### src/rtl/rqf_pkg.sv
// Shared sizes and context codes for the request acceptance filter.
// Assumes a 16-bit source ID: the bus number sits above the node number.
package rqf_pkg;
    localparam int NODE_W = 6;
    localparam int BUS_W  = 10;
    localparam int SRC_W  = BUS_W + NODE_W;
    localparam int MASK_W = 1 << (NODE_W - 1);
    localparam int IDX_W  = NODE_W - 1;

    typedef enum logic [1:0] {
        CTX_PHYS_REQ = 2'd0,
        CTX_REQ_RX   = 2'd1,
        CTX_RESP     = 2'd2,
        CTX_OTHER    = 2'd3
    } ctx_e;

    // Only the two request contexts are subject to filtering.
    function automatic logic ctx_filtered(input logic [1:0] ctx);
        return (ctx == CTX_PHYS_REQ) || (ctx == CTX_REQ_RX);
    endfunction
endpackage

### src/rtl/rqf_mask_reg.sv
// Enable mask with write-one-to-set and write-one-to-clear ports.
// Assumes both ports may fire in one cycle; clear has priority per bit.
module rqf_mask_reg #(
    parameter int MASK_W = rqf_pkg::MASK_W
) (
    input  logic              clk,
    input  logic              rst_n,
    input  logic              set_we,
    input  logic [MASK_W-1:0] set_data,
    input  logic              clr_we,
    input  logic [MASK_W-1:0] clr_data,
    output logic [MASK_W-1:0] mask_q
);
    logic [MASK_W-1:0] set_hit;
    logic [MASK_W-1:0] clr_hit;

    // Qualify write data with their strobes.
    always_comb begin
        set_hit = set_we ? set_data : '0;
        clr_hit = clr_we ? clr_data : '0;
    end

    for (genvar i = 0; i < MASK_W; i++) begin : g_bit
        // Per-bit update: clear beats set, otherwise hold.
        always_ff @(posedge clk) begin
            if (!rst_n)
                mask_q[i] <= 1'b0;
            else if (clr_hit[i])
                mask_q[i] <= 1'b0;
            else if (set_hit[i])
                mask_q[i] <= 1'b1;
        end
    end

    AST_CLEAR_WINS: assert property (@(posedge clk) disable iff (!rst_n)
        clr_we |=> ((mask_q & $past(clr_data)) == '0));
    AST_SET_TAKES: assert property (@(posedge clk) disable iff (!rst_n)
        (set_we && !clr_we) |=> ((mask_q & $past(set_data)) == $past(set_data)));
    AST_MASK_HOLD: assert property (@(posedge clk) disable iff (!rst_n)
        (!set_we && !clr_we) |=> $stable(mask_q));
endmodule

### src/rtl/rqf_src_classify.sv
// Splits a source ID into bus and node and classifies it for the filter.
// Assumes the upper node half starts at 2**(NODE_W-1); all-ones is broadcast.
module rqf_src_classify #(
    parameter int NODE_W = rqf_pkg::NODE_W,
    parameter int BUS_W  = rqf_pkg::BUS_W,
    localparam int SRC_W = BUS_W + NODE_W,
    localparam int IDX_W = NODE_W - 1
) (
    input  logic [SRC_W-1:0] src_id,
    input  logic [BUS_W-1:0] local_bus_id,
    output logic             is_remote,
    output logic             is_bcast,
    output logic             is_upper,
    output logic [IDX_W-1:0] bit_idx
);
    logic [BUS_W-1:0]  bus;
    logic [NODE_W-1:0] node;

    // Field extraction and classification of the source.
    always_comb begin
        bus       = src_id[SRC_W-1:NODE_W];
        node      = src_id[NODE_W-1:0];
        is_remote = (bus != local_bus_id) && (bus != {BUS_W{1'b1}});
        is_bcast  = (node == {NODE_W{1'b1}});
        is_upper  = node[NODE_W-1] && !is_bcast;
        bit_idx   = node[IDX_W-1:0];
    end
endmodule

### src/rtl/rqf_decide.sv
// Registers the accept decision one clock after the header strobe.
// Assumes the classification inputs are valid in the strobe cycle.
module rqf_decide #(
    parameter int MASK_W = rqf_pkg::MASK_W,
    localparam int IDX_W = $clog2(MASK_W)
) (
    input  logic              clk,
    input  logic              rst_n,
    input  logic              hdr_valid,
    input  logic [1:0]        hdr_ctx,
    input  logic [MASK_W-1:0] mask,
    input  logic              is_remote,
    input  logic              is_bcast,
    input  logic              is_upper,
    input  logic [IDX_W-1:0]  bit_idx,
    output logic              dec_valid,
    output logic              dec_accept
);
    logic accept_d;

    // Decision priority: context pass, remote gate, broadcast, upper lookup.
    always_comb begin
        if (!rqf_pkg::ctx_filtered(hdr_ctx))
            accept_d = 1'b1;
        else if (is_remote)
            accept_d = mask[MASK_W-1];
        else if (is_bcast)
            accept_d = 1'b0;
        else if (is_upper)
            accept_d = mask[bit_idx];
        else
            accept_d = 1'b1;
    end

    // Output register, zeroed when no header was presented.
    always_ff @(posedge clk) begin
        if (!rst_n) begin
            dec_valid  <= 1'b0;
            dec_accept <= 1'b0;
        end else begin
            dec_valid  <= hdr_valid;
            dec_accept <= hdr_valid && accept_d;
        end
    end

    AST_VALID_LATENCY: assert property (@(posedge clk) disable iff (!rst_n)
        hdr_valid |=> dec_valid);
    AST_NO_SPURIOUS: assert property (@(posedge clk) disable iff (!rst_n)
        !hdr_valid |=> (!dec_valid && !dec_accept));
    AST_PASS_CTX: assert property (@(posedge clk) disable iff (!rst_n)
        (hdr_valid && hdr_ctx[1]) |=> dec_accept);
    AST_BCAST_REJECT: assert property (@(posedge clk) disable iff (!rst_n)
        (hdr_valid && !hdr_ctx[1] && !is_remote && is_bcast) |=> !dec_accept);
endmodule

### src/rtl/req_accept_filter.sv
// Top of the request acceptance filter: mask register, source classifier
// and registered decision stage. Assumes one header per strobe cycle.
module req_accept_filter (
    input  logic        clk,
    input  logic        rst_n,
    input  logic        set_we,
    input  logic [31:0] set_data,
    input  logic        clr_we,
    input  logic [31:0] clr_data,
    output logic [31:0] mask_rd,
    input  logic [9:0]  local_bus_id,
    input  logic        hdr_valid,
    input  logic [15:0] hdr_src_id,
    input  logic [1:0]  hdr_ctx,
    output logic        dec_valid,
    output logic        dec_accept
);
    import rqf_pkg::*;

    logic [MASK_W-1:0] mask_q;
    logic              is_remote;
    logic              is_bcast;
    logic              is_upper;
    logic [IDX_W-1:0]  bit_idx;

    rqf_mask_reg #(.MASK_W(MASK_W)) u_mask (
        .clk      (clk),
        .rst_n    (rst_n),
        .set_we   (set_we),
        .set_data (set_data),
        .clr_we   (clr_we),
        .clr_data (clr_data),
        .mask_q   (mask_q)
    );

    rqf_src_classify #(.NODE_W(NODE_W), .BUS_W(BUS_W)) u_cls (
        .src_id       (hdr_src_id),
        .local_bus_id (local_bus_id),
        .is_remote    (is_remote),
        .is_bcast     (is_bcast),
        .is_upper     (is_upper),
        .bit_idx      (bit_idx)
    );

    rqf_decide #(.MASK_W(MASK_W)) u_dec (
        .clk        (clk),
        .rst_n      (rst_n),
        .hdr_valid  (hdr_valid),
        .hdr_ctx    (hdr_ctx),
        .mask       (mask_q),
        .is_remote  (is_remote),
        .is_bcast   (is_bcast),
        .is_upper   (is_upper),
        .bit_idx    (bit_idx),
        .dec_valid  (dec_valid),
        .dec_accept (dec_accept)
    );

    // Read path exposes the live mask.
    always_comb mask_rd = mask_q;

    AST_REMOTE_GATE: assert property (@(posedge clk) disable iff (!rst_n)
        (hdr_valid && !hdr_ctx[1] && is_remote) |=> (dec_accept == $past(mask_rd[31])));
endmodule

### config.mk
export PLATFORM = sky130hd
export DESIGN_NAME = req_accept_filter
export DESIGN_NICKNAME = d
export VERILOG_FILES = /design/src/rtl/rqf_pkg.sv /design/src/rtl/rqf_mask_reg.sv /design/src/rtl/rqf_src_classify.sv /design/src/rtl/rqf_decide.sv /design/src/rtl/req_accept_filter.sv
export SDC_FILE = /design/constraint.sdc
export NUM_CORES = 1
export LEC_CHECK = 0
export BUFFER_PORTS_ARGS = -buffer_cell sky130_fd_sc_hd__buf_2
export CELL_PAD_IN_SITES_DETAIL_PLACEMENT = 1
export CELL_PAD_IN_SITES_GLOBAL_PLACEMENT = 1
export CORE_AREA = 10 10 86 95
export DETAILED_ROUTE_END_ITERATION = 8
export DIE_AREA = 0 0 96 105
export HOLD_SLACK_MARGIN = 0.08
export PLACE_DENSITY = 0.78
export REMOVE_ABC_BUFFERS = 1
export SLEW_MARGIN = 20
export SYNTH_ARGS = -nofsm -noshare
export SYNTH_HDL_FRONTEND = slang
export SYNTH_HIERARCHICAL = 1
export SYNTH_SLANG_ARGS = --single-unit
### constraint.sdc
create_clock -name clk -period 2.56 [get_ports clk]
set_input_delay 0.256 -clock clk [delete_from_list [all_inputs] [get_ports clk]]
set_output_delay 0.256 -clock clk [all_outputs]
set_load 0.01 [all_outputs]
==> metrics.yaml, run 1 <==
outcome:
  outcome: "finished, final reports clean"
critical_path:
  arrival_ps: 1760
  cp-end-kind: "flop"
  critPathRequiredTime_ps: 2760
  cp_slowest_cell: "mux4_2"
  crit_path_start_kind: "flop"
  critPathKind: "flop to flop"
  crit_chain: "mux2i_1 > mux4_2 > a2111oi_2 > nand4_1 > o21ai_0"
  crit_start: "u_mask/mask_q[23]"
  r2r_start: "u_mask/mask_q[23]"
  slowest_delay_ps: 500
  cp_max_fo: 3
clock_tree:
  cts.path.max_buffers: 2
  cts.repair.resized: 0
  path_clk_slew_ps: 70
  htree_levels: 2
  post-cts-setup-buffers: 0
  cts_tree: "built"
  clk_latency_ps: 280
  clock_sinks: 34
  cts_hold_buf: 0
  clockRootBuffer: "clkbuf_8"
  cts_buffers: 5
power:
  switching_power_uw: 360
  vdd.ir_drop.worst_v: 0.000224
  swShare_pct: 28.8
  clkPwrFrac_pct: 29.6
  intPower_uw: 891
  p_leak_uw: 0.00116
  powerDensity_nw_per_um2: 475
  sequentialPowerShare_pct: 46.8
  pwr-share-comb_pct: 23.6
global_route:
  grt_max_degree: 33
  overflow: 0
  track_usage_pct: 13.4
  antenna_found_initial: 1
  grt_pass1_vias: 2119
  grt_pass1_wl_um: 10800
sta:
  clock.fmax_mhz: 640
  finalSetupTns_ps: 0
  worst_slew_pin_slew_ps: 920
  slew_headroom_pct: 38.7
  rsz0062_at_grt: "false"
  fin_crit_sh_pct: 61.1
  timing.final.ws_setup_ps: 996
  hold_viol_final: 0
  setup_violations: 0
  fin_crit_ps: 1560
  finalClockSkew_ps: 4.97
  slew_violations: 0
die:
  dieArea_um2: 10100
  start_util_pct: 31.5
  io_pins: 131
  die_y_um: 105
  coreArea_um2: 6160
  rows: 30
  dieWidth_um: 96
synthesis:
  synth_ff_type: "dfxtp_1"
  avgSynthCellArea_um2: 11.8
  async_reset_ff_share_pct: 0
  syn-cell-area_um2: 1940
  synth_common_cells: "dfxtp_1 (34), a211oi_2 (30), a21oi_2 (30)"
  yosys_warnings: 6
  synthDistinctLibCells: 26
  yosysTopAreaCellShare_pct: 35.1
  yosys-top-cells-area: "dfxtp_1 (35%), a211oi_2 (19%), a21oi_2 (14%)"
  synth_seq_cells: 34
  synth_edf_count: 0
  synth_cells: 164
  yosysMostFrequentCell: "dfxtp_1"
  synth.largest_area_cell: "dfxtp_1"
  yosysSeqAreaShare_pct: 35.1
finish:
  n_antenna_cell: 0
  area_delta_synth_final_pct: 36.0
  final_util_pct: 42.8
  drive_above_1_share_pct: 70.8
  fin_nets: 381
drt:
  viasPerCell: 4.97
  dr_total_vias: 1810
  remaining_drc_errors: 0
  first_iter_violations: 70
  wl_per_cell_um: 18.9
  drt-total-wl_um: 6890
  drtAntennaViolNets: 0
  dr.pass1.iters: 4
flow_run:
  maxCapViolCount: 0
place:
  pre_cts_ws_ps: 813
  routabilityCongestion: 0.880
  dp_hpwl_um: 5540
  io_buffers: 129
worst_hold_path:
  hp-class: "primary input to flop"
  min-delay-start: "clr_data[14]"
==> logic make-up after synthesis <==
group / share of synthesized area [%]
compound gates: 35.9
simple gates: 5.17
xor+xnor: 4.52
mux: 12.1
flops: 35.1
buf+inv: 7.17
==> placed cells by master, fill, tap and decap left out, drive strengths merged <==
cell type / netlist / final
a2111oi: 1 / 1
a211oi: 32 / 32
a21oi: 33 / 33
a31oi: 1 / 1
buf: 15 / 130
clkbuf: 2 / 7
dfxtp: 34 / 34
inv: 2 / 2
mux2i: 7 / 7
mux4: 7 / 7
nand2: 4 / 4
nand3: 1 / 1
nand3b: 1 / 1
nand4: 5 / 5
nor2: 3 / 3
nor2b: 2 / 2
nor3: 1 / 1
nor4: 2 / 2
o21ai: 1 / 1
xor2: 10 / 10
==> worst paths after layout <==
| path | end | slack [ps] | cells past startpoint |
|---|---|---|---|
| worst min-delay path | u_mask/mask_q[14] | 160 | 2 |
| worst min register to register | u_mask/mask_q[1] | 540 | 2 |
| worst max register to register | u_dec/dec_accept | 1000 | 5 |
| worst max-delay path | u_dec/dec_accept | 1000 | 5 |
==> layout make-up <==
type / count / area [um^2]
inverters: 2 / 7.51
repair buffers: 130 / 653
clock buffers: 7 / 76.3
flip-flops and latches: 34 / 681
fillers: 741 / 3520
well taps: 80 / 100
multi-input cells: 111 / 1120
==> power by group through the flow <==
stage / clock network, uW / registers (uW) / logic [uW]
after floorplan: 0 / 608 / 114
after global placement: 0 / 596 / 293
after detailed placement: 0 / 598 / 301
after CTS: 392 / 586 / 302
after global routing: 413 / 590 / 326
final: 370 / 586 / 295
==> per-layer routing <==
| layer | vias to the layer above | part of all wire [%] | GRT usage [%] |
|---|---|---|---|
| li1 | 867 | - | - |
| met1 | 856 | 38 | 13.5 |
| met2 | 77 | 51 | 23.7 |
| met3 | 8 | 11 | 6.59 |
| met4 | 2 | 0.74 | 3.06 |
| met5 | - | 0.10 | 0 |
==> critical path: cells and delay by family (launching register included) <==
family | cells | cell delay [ps]
muxes | 2 | 600
AOI/OAI and AO/OA | 2 | 390
DFF | 1 | 380
and+or+nand+nor | 1 | 120
==> sequential cells by signal, summed over array words and instances, names as in the netlist <==
register	flops
u_dec/dec_valid	1
u_mask/mask_q	32
u_dec/dec_accept	1
==> metrics by stage <==
stage               hold slack [ps]  power (uW)  instance area, um^2  cells
floorplan                       347         722                 1810    147
global route                    147        1330                 2640    364
detailed placement              450         899                 2560    357
CTS                             150        1280                 2640    364
global placement                442         889                 2560    357
finish                          163        1250                 2640    364
(Power assumes the default switching activity.)
==> run 2: changes to the inputs <==
--- a/config.mk
+++ b/config.mk
@@ -8,11 +8,11 @@
 export BUFFER_PORTS_ARGS = -buffer_cell sky130_fd_sc_hd__buf_2
 export CELL_PAD_IN_SITES_DETAIL_PLACEMENT = 1
 export CELL_PAD_IN_SITES_GLOBAL_PLACEMENT = 1
-export CORE_AREA = 10 10 86 95
+export CORE_AREA = 10 10 92 102
 export DETAILED_ROUTE_END_ITERATION = 8
-export DIE_AREA = 0 0 96 105
+export DIE_AREA = 0 0 102 112
 export HOLD_SLACK_MARGIN = 0.08
-export PLACE_DENSITY = 0.78
+export PLACE_DENSITY = 0.71
 export REMOVE_ABC_BUFFERS = 1
 export SLEW_MARGIN = 20
 export SYNTH_ARGS = -nofsm -noshare
==> constraint.sdc (replaced) <==
create_clock -name clk -period 1.4 [get_ports clk]
set_input_delay 0.14 -clock clk [delete_from_list [all_inputs] [get_ports clk]]
set_output_delay 0.14 -clock clk [all_outputs]
set_load 0.01 [all_outputs]
==> run 2 against run 1 <==
Effect of this change:
- the run now ends with setup timing left
- fmax is 3.6% higher
- register-to-register slack worse by 1100 ps
- clock skew down 3.2 ps
- combinational power rose by 140%
- via count grew 13%
- largest cell class is now non-clock buffers
- largest power group unchanged
==> metrics.yaml, run 2 (synthesized netlist as in run 1, its figures left out) <==
drt:
  drtAntennaViolNets: 0  # unchanged
  dr.pass1.iters: 4  # unchanged
  remaining_drc_errors: 0  # unchanged
  viasPerCell: 4.73  # -4.9%
  wl_per_cell_um: 18.6  # -1.7%
  first_iter_violations: 51  # -27%
  drt-total-wl_um: 8020  # +16%
  dr_total_vias: 2038  # +13%
clock_tree:
  clk_latency_ps: 280  # about the same
  cts.path.max_buffers: 2  # unchanged
  cts_tree: "built"
  path_clk_slew_ps: 70  # about the same
  clockRootBuffer: "clkbuf_8"
  htree_levels: 2  # unchanged
  cts_buffers: 5  # unchanged
  clock_sinks: 34  # unchanged
power:
  p_leak_uw: 0.00145  # +25%
  switching_power_uw: 702  # +95%
  swShare_pct: 28.2  # -0.55 points
  clkPwrFrac_pct: 28.9  # -0.7 points
  powerDensity_nw_per_um2: 769  # +62%
  pwr-share-comb_pct: 28.4  # +4.8 points
  intPower_uw: 1790  # +100%
  sequentialPowerShare_pct: 42.7  # -4.1 points
  power_uw: 2490  # +99%
  vdd.ir_drop.worst_v: 0.000372  # +66%
global_route:
  antenna_found_initial: 0  # -1
  overflow: 0  # unchanged
  grt_max_degree: 33  # unchanged
  grt_pass1_wl_um: 12700  # +18%
  grt_pass1_vias: 2434  # +15%
  track_usage_pct: 14.0  # +0.56 points
sta:
  timing.final.ws_setup_ps: -110  # -1110 ps
  finalSetupTns_ps: -110  # -110 ps
  finalClockSkew_ps: 1.73  # -3.23 ps
  hold_viol_final: 0  # unchanged
  worst_slew_pin_slew_ps: 938  # +17.8 ps
  setup_violations: 1  # +1
  slew_headroom_pct: 37.5  # -1.2 points
  fin_crit_ps: 1510  # -53.7 ps
  slew_violations: 0  # unchanged
  rsz0062_at_grt: "true"
  clock.fmax_mhz: 662  # +3.6%
  fin_crit_sh_pct: 108  # +47 points
die:
  rows: 33  # +10%
  coreArea_um2: 7350  # +19%
  dieArea_um2: 11400  # +13%
  io_pins: 131  # unchanged
  start_util_pct: 26.4  # -5.1 points
  die_y_um: 112  # +6.7%
  dieWidth_um: 102  # +6.3%
finish:
  layout_commonest_cell: "buf_2"
  final_cell_mix: "buf_2 (129), dlygate4sd3_1 (32), a21oi_2 (30), a211oi_2 (30), dfxtp_1 (29)"
  area_delta_synth_final_pct: 67.1
  final_util_pct: 44.0  # +1.2 points
  largest-register: "u_mask/mask_q"
  final_cell_area_um2: 3240  # +23%
  largest_reg_flops: 32  # unchanged
  nFillCells: 866  # +17%
  largest_registers: "u_mask/mask_q: 32 flops, u_dec/dec_accept: 1 flops, u_dec/dec_valid: 1 flops"
  n_antenna_cell: 0  # unchanged
  drive_above_1_share_pct: 68.9  # -1.9 points
  fin_nets: 442  # +16%
critical_path:
  r2r_end: "u_dec/dec_accept"
  critPathRequiredTime_ps: 1620  # -1140 ps
  cp_slowest_cell: "mux4_2"
  rrSetupSlack_ps: -110  # -1110 ps
  r2r_cells: 5  # unchanged
  crit_path_start_kind: "flop"
  r2r_start: "u_mask/mask_q[22]"
  crit_chain: "mux2i_2 > mux4_2 > a2111oi_4 > nand4_1 > o21ai_1"
  slowest_delay_ps: 500  # about the same
  arrival_ps: 1730  # -30 ps
  cp_max_fo: 2  # -1
  critPathKind: "flop to flop"
  cp-end-kind: "flop"
worst_hold_path:
  hp-class: "primary input to flop"
  hold_path_end: "u_dec/dec_accept"
  min-delay-start: "hdr_ctx[1]"
  hold_depth: 3  # +1
outcome:
  violations: "setup timing"
  outcome: "finished, violations left"
place:
  pre_cts_ws_ps: -166  # -979 ps
  dp_hpwl_um: 5930  # +7.0%
  io_buffers: 129  # unchanged
  routabilityCongestion: 0.766  # -13%
  postPlaceCellArea_um2: 2810  # +9.8%
flow_run:
  maxCapViolCount: 0  # unchanged
-- run 2: per-layer routing --
metal / share of wire [%] / routed length, um / GRT usage [%]
met3: 8.8 / 708 / 5.63
met1: 40 / 3180 / 15.1
met5: 0 / 0 / 0
met2: 50 / 3990 / 24.1
met4: 1.8 / 142 / 4.24
-- run 2: cell type report --
| type | count | area [um^2] | area share [%] |
|---|---|---|---|
| timing repair buffer | 191 | 1220 | 37.6 |
| multi-input combinational | 111 | 1130 | 35.0 |
| sequential | 34 | 687 | 21.2 |
| tap | 87 | 109 | 3.36 |
| clock buffer | 6 | 82.6 | 2.55 |
| inverter | 2 | 7.51 | 0.232 |
-- run 2: worst max-delay path, delay by kind of cell, from the launching register on --
kind               cells  cell delay, ps
muxes                  2             590
AOI/OAI and AO/OA      2             390
and+or+nand+nor        1             120
DFF                    1             350
-- run 2: power groups by stage --
| stage | clock, uW | sequential (uW) | combinational, uW |
|---|---|---|---|
| final | 718 | 1060 | 708 |
| after global routing | 792 | 1070 | 772 |
| after CTS | 752 | 1060 | 710 |
| after detailed placement | 0 | 1080 | 634 |
| after global placement | 0 | 1080 | 620 |
| after floorplan | 0 | 1110 | 208 |
-- run 2: metrics by stage --
| step | hold slack, ps | std cells |
|---|---|---|
| floorplan | 231 | 147 |
| CTS | 97.8 | 431 |
| detailed placement | 327 | 393 |
| finish | 108 | 431 |
| global route | 135 | 431 |
| global placement | 331 | 393 |
-- run 2: worst max path at each step --
stage,startpoint,slack (ps),end
final,u_mask/mask_q[22],-110,u_dec/dec_accept
after global routing,u_mask/mask_q[22],-220,u_dec/dec_accept
after CTS,u_mask/mask_q[20],-90,u_dec/dec_accept
after detailed placement,hdr_src_id[1],-170,u_dec/dec_accept
after global placement,hdr_src_id[0],-130,u_dec/dec_accept
after floorplan,u_mask/mask_q[23],-80,u_dec/dec_accept
-- run 2: repair_timing --
| item | 4_1_cts | 5_1_grt |
|---|---|---|
| gates resized for setup | 8 | 0 |
| endpoints found under the hold margin | 32 | 0 |
| setup buffers | 0 | 0 |
| pin swaps | 0 | 0 |
| hold buffers | 32 | 0 |
| setup endpoints to repair | 1 | 1 |
==> run 3: changes to the inputs <==
--- a/config.mk
+++ b/config.mk
@@ -8,9 +8,9 @@
 export BUFFER_PORTS_ARGS = -buffer_cell sky130_fd_sc_hd__buf_2
 export CELL_PAD_IN_SITES_DETAIL_PLACEMENT = 1
 export CELL_PAD_IN_SITES_GLOBAL_PLACEMENT = 1
-export CORE_AREA = 10 10 92 102
+export CORE_AREA = 10 10 96 98
 export DETAILED_ROUTE_END_ITERATION = 8
-export DIE_AREA = 0 0 102 112
+export DIE_AREA = 0 0 106 108
 export HOLD_SLACK_MARGIN = 0.08
 export PLACE_DENSITY = 0.71
 export REMOVE_ABC_BUFFERS = 1
==> run 3 against run 2 <==
Effect of this change:
- the flow still finishes with violations (setup timing)
- hold slack improved by 11 ps
- critical path depth unchanged
- setup slack improved by 45 ps
- register-to-register slack improved by 50 ps
- sequential power about the same
- sequential share of layout area decreased by 0.19 points
- critical path type unchanged
- critical endpoint unchanged
==> metrics.yaml, run 3 (synthesized netlist as in run 1, its figures left out) <==
drt:
  dr_total_vias: 2067  # +1.4%
  first_iter_violations: 29  # -43%
  drtAntennaViolNets: 0  # unchanged
  drt-total-wl_um: 7960  # -0.75%
  dr.pass1.iters: 4  # unchanged
  wl_per_cell_um: 17.7  # -4.9%
  remaining_drc_errors: 0  # unchanged
  viasPerCell: 4.59  # -2.9%
global_route:
  grt_pass1_wl_um: 12300  # -2.5%
  overflow: 0  # unchanged
  antenna_found_initial: 3  # +3
  grt_pass1_vias: 2421  # -0.53%
  grt_max_degree: 33  # unchanged
  track_usage_pct: 13.4  # -0.56 points
clock_tree:
  htree_levels: 2  # unchanged
  clock_sinks: 34  # unchanged
  clockRootBuffer: "clkbuf_8"
  cts.path.max_buffers: 2  # unchanged
  clk_latency_ps: 280  # about the same
  post-cts-setup-buffers: 0  # unchanged
  path_clk_slew_ps: 70  # about the same
  cts_tree: "built"
  cts_buffers: 5  # unchanged
sta:
  fin_crit_sh_pct: 105  # -3.2 points
  finalClockSkew_ps: 7.77  # +6.03 ps
  rsz0062_at_grt: "true"
  slew_violations: 0  # unchanged
  setup_violations: 1  # unchanged
  clock.fmax_mhz: 683  # +3.1%
  timing.final.ws_setup_ps: -64.7  # +45.3 ps
  finalSetupTns_ps: -64.7  # +45.3 ps
  worst_slew_pin_slew_ps: 441  # -496 ps
  fin_crit_ps: 1460  # -45.3 ps
  hold_viol_final: 0  # unchanged
  slew_headroom_pct: 70.4  # +33 points
finish:
  multi_input_area_um2: 1130  # -0.33%
  largest_reg_flops: 32  # unchanged
  regArea_um2: 691  # +0.55%
  largest-register: "u_mask/mask_q"
  nFillCells: 867  # +0.12%
  final_cell_mix: "buf_2 (129), dlygate4sd3_1 (32), a21oi_2 (30), a211oi_2 (30), dfxtp_1 (26)"
  layout_commonest_cell: "buf_2"
  largest_registers: "u_mask/mask_q: 32 flops, u_dec/dec_accept: 1 flops, u_dec/dec_valid: 1 flops"
  final_util_pct: 44.1  # +0.061 points
  drive_above_1_share_pct: 69.2  # +0.29 points
  area_delta_synth_final_pct: 69.5
  fin_nets: 440  # -0.45%
die:
  die_y_um: 108  # -3.6%
  dieArea_um2: 11400  # +0.21%
  rows: 32  # -3.0%
  start_util_pct: 26.0  # -0.35 points
  io_pins: 131  # unchanged
  dieWidth_um: 106  # +3.9%
  coreArea_um2: 7450  # +1.3%
critical_path:
  r2r_end: "u_dec/dec_accept"
  arrival_ps: 1670  # -60 ps
  cp-end-kind: "flop"
  r2r_cells: 5  # unchanged
  critPathKind: "flop to flop"
  endpoint: "u_dec/dec_accept"
  rrSetupSlack_ps: -60  # +50 ps
  critPathRequiredTime_ps: 1610  # about the same
  crit_path_start_kind: "flop"
  crit_start: "u_mask/mask_q[16]"
  cp_max_fo: 2  # unchanged
  r2r_start: "u_mask/mask_q[16]"
outcome:
  violations: "setup timing"
  outcome: "finished, violations left"
power:
  powerDensity_nw_per_um2: 771  # +0.25%
  swShare_pct: 28.6  # +0.36 points
  clkPwrFrac_pct: 30.1  # +1.2 points
  pwr-share-comb_pct: 27.9  # -0.5 points
  sequentialPowerShare_pct: 41.9  # -0.8 points
  vdd.ir_drop.worst_v: 0.000301  # -19%
  intPower_uw: 1810  # +1.2%
  switching_power_uw: 723  # +3.0%
  p_leak_uw: 0.00146  # +0.53%
worst_hold_path:
  hp-class: "primary input to flop"
  hold_depth: 3  # unchanged
place:
  routabilityCongestion: 0.800  # +4.5%
  dp_hpwl_um: 6140  # +3.6%
  io_buffers: 129  # unchanged
flow_run:
  maxCapViolCount: 0  # unchanged
[run 3: cell types whose count changed in the layout (fill, tap and decap cells not counted), sizes merged]
cell	previous run	this run
clkinv	1	2
diode	0	4
buf	159	157
clkbuf	6	7
[run 3: worst min path at each step]
stage	startpoint	endpoint	slack, ps
2_1_floorplan	clr_we	u_mask/mask_q[10]	230
3_3_place_gp	clr_data[0]	u_mask/mask_q[0]	320
3_5_place_dp	clr_data[24]	u_mask/mask_q[24]	330
4_1_cts	hdr_ctx[1]	u_dec/dec_accept	110
5_1_grt	hdr_ctx[1]	u_dec/dec_accept	120
6_report	hdr_ctx[1]	u_dec/dec_accept	120
[run 3: what timing repair did]
action	in CTS	in global routing
hold buffers	32	0
setup endpoints to repair	1	1
pin swaps	1	0
cloned	0	0
resized for setup	10	0
hold endpoints to repair	32	0
[run 3: final cells by class]
class	instances	area share, %
timing repair buffer	189	37.3
multi-input combinational	111	34.4
sequential	34	21.0
tap	102	3.89
clock buffer	7	2.63
antenna	4	0.305
inverter	2	0.229
clock inverter	1	0.152
[run 3: metrics by stage]
stage,area [um^2],hold WS (ps),power [uW],worst slack (ps),cells
after floorplan,1810,231,1320,-82.2,147
after global placement,2840,323,1700,-109,406
after detailed placement,2840,334,1720,-196,406
after CTS,3270,112,2580,-82.3,446
after global routing,3280,121,2670,-141,449
final,3280,119,2530,-64.7,450
[run 3: critical path, stage by stage (launching register included)]
cell and delay, ps:
dfxtp_2 330, mux2i_1 70, mux4_2 490, a2111oi_4 300
nand4_1 110, o21ai_1 90
[run 3: power groups by stage]
stage	Sequential [uW]	Clock [uW]	Combinational [uW]
floorplan	1110	0	208
global placement	1080	0	624
detailed placement	1080	0	641
CTS	1060	797	717
global route	1070	833	768
finish	1060	762	707
[run 3: metal layers]
layer  track usage (%)  part of all wire (%)  vias up  wire length (um)
met4              3.97                   1.2        0                97
met2              25.3                    54       81              4280
met3              5.41                   8.0        8               636
met1              13.2                    37      982              2950
li1                  -                     -      996                 -
met5                 0                     0        -                 0
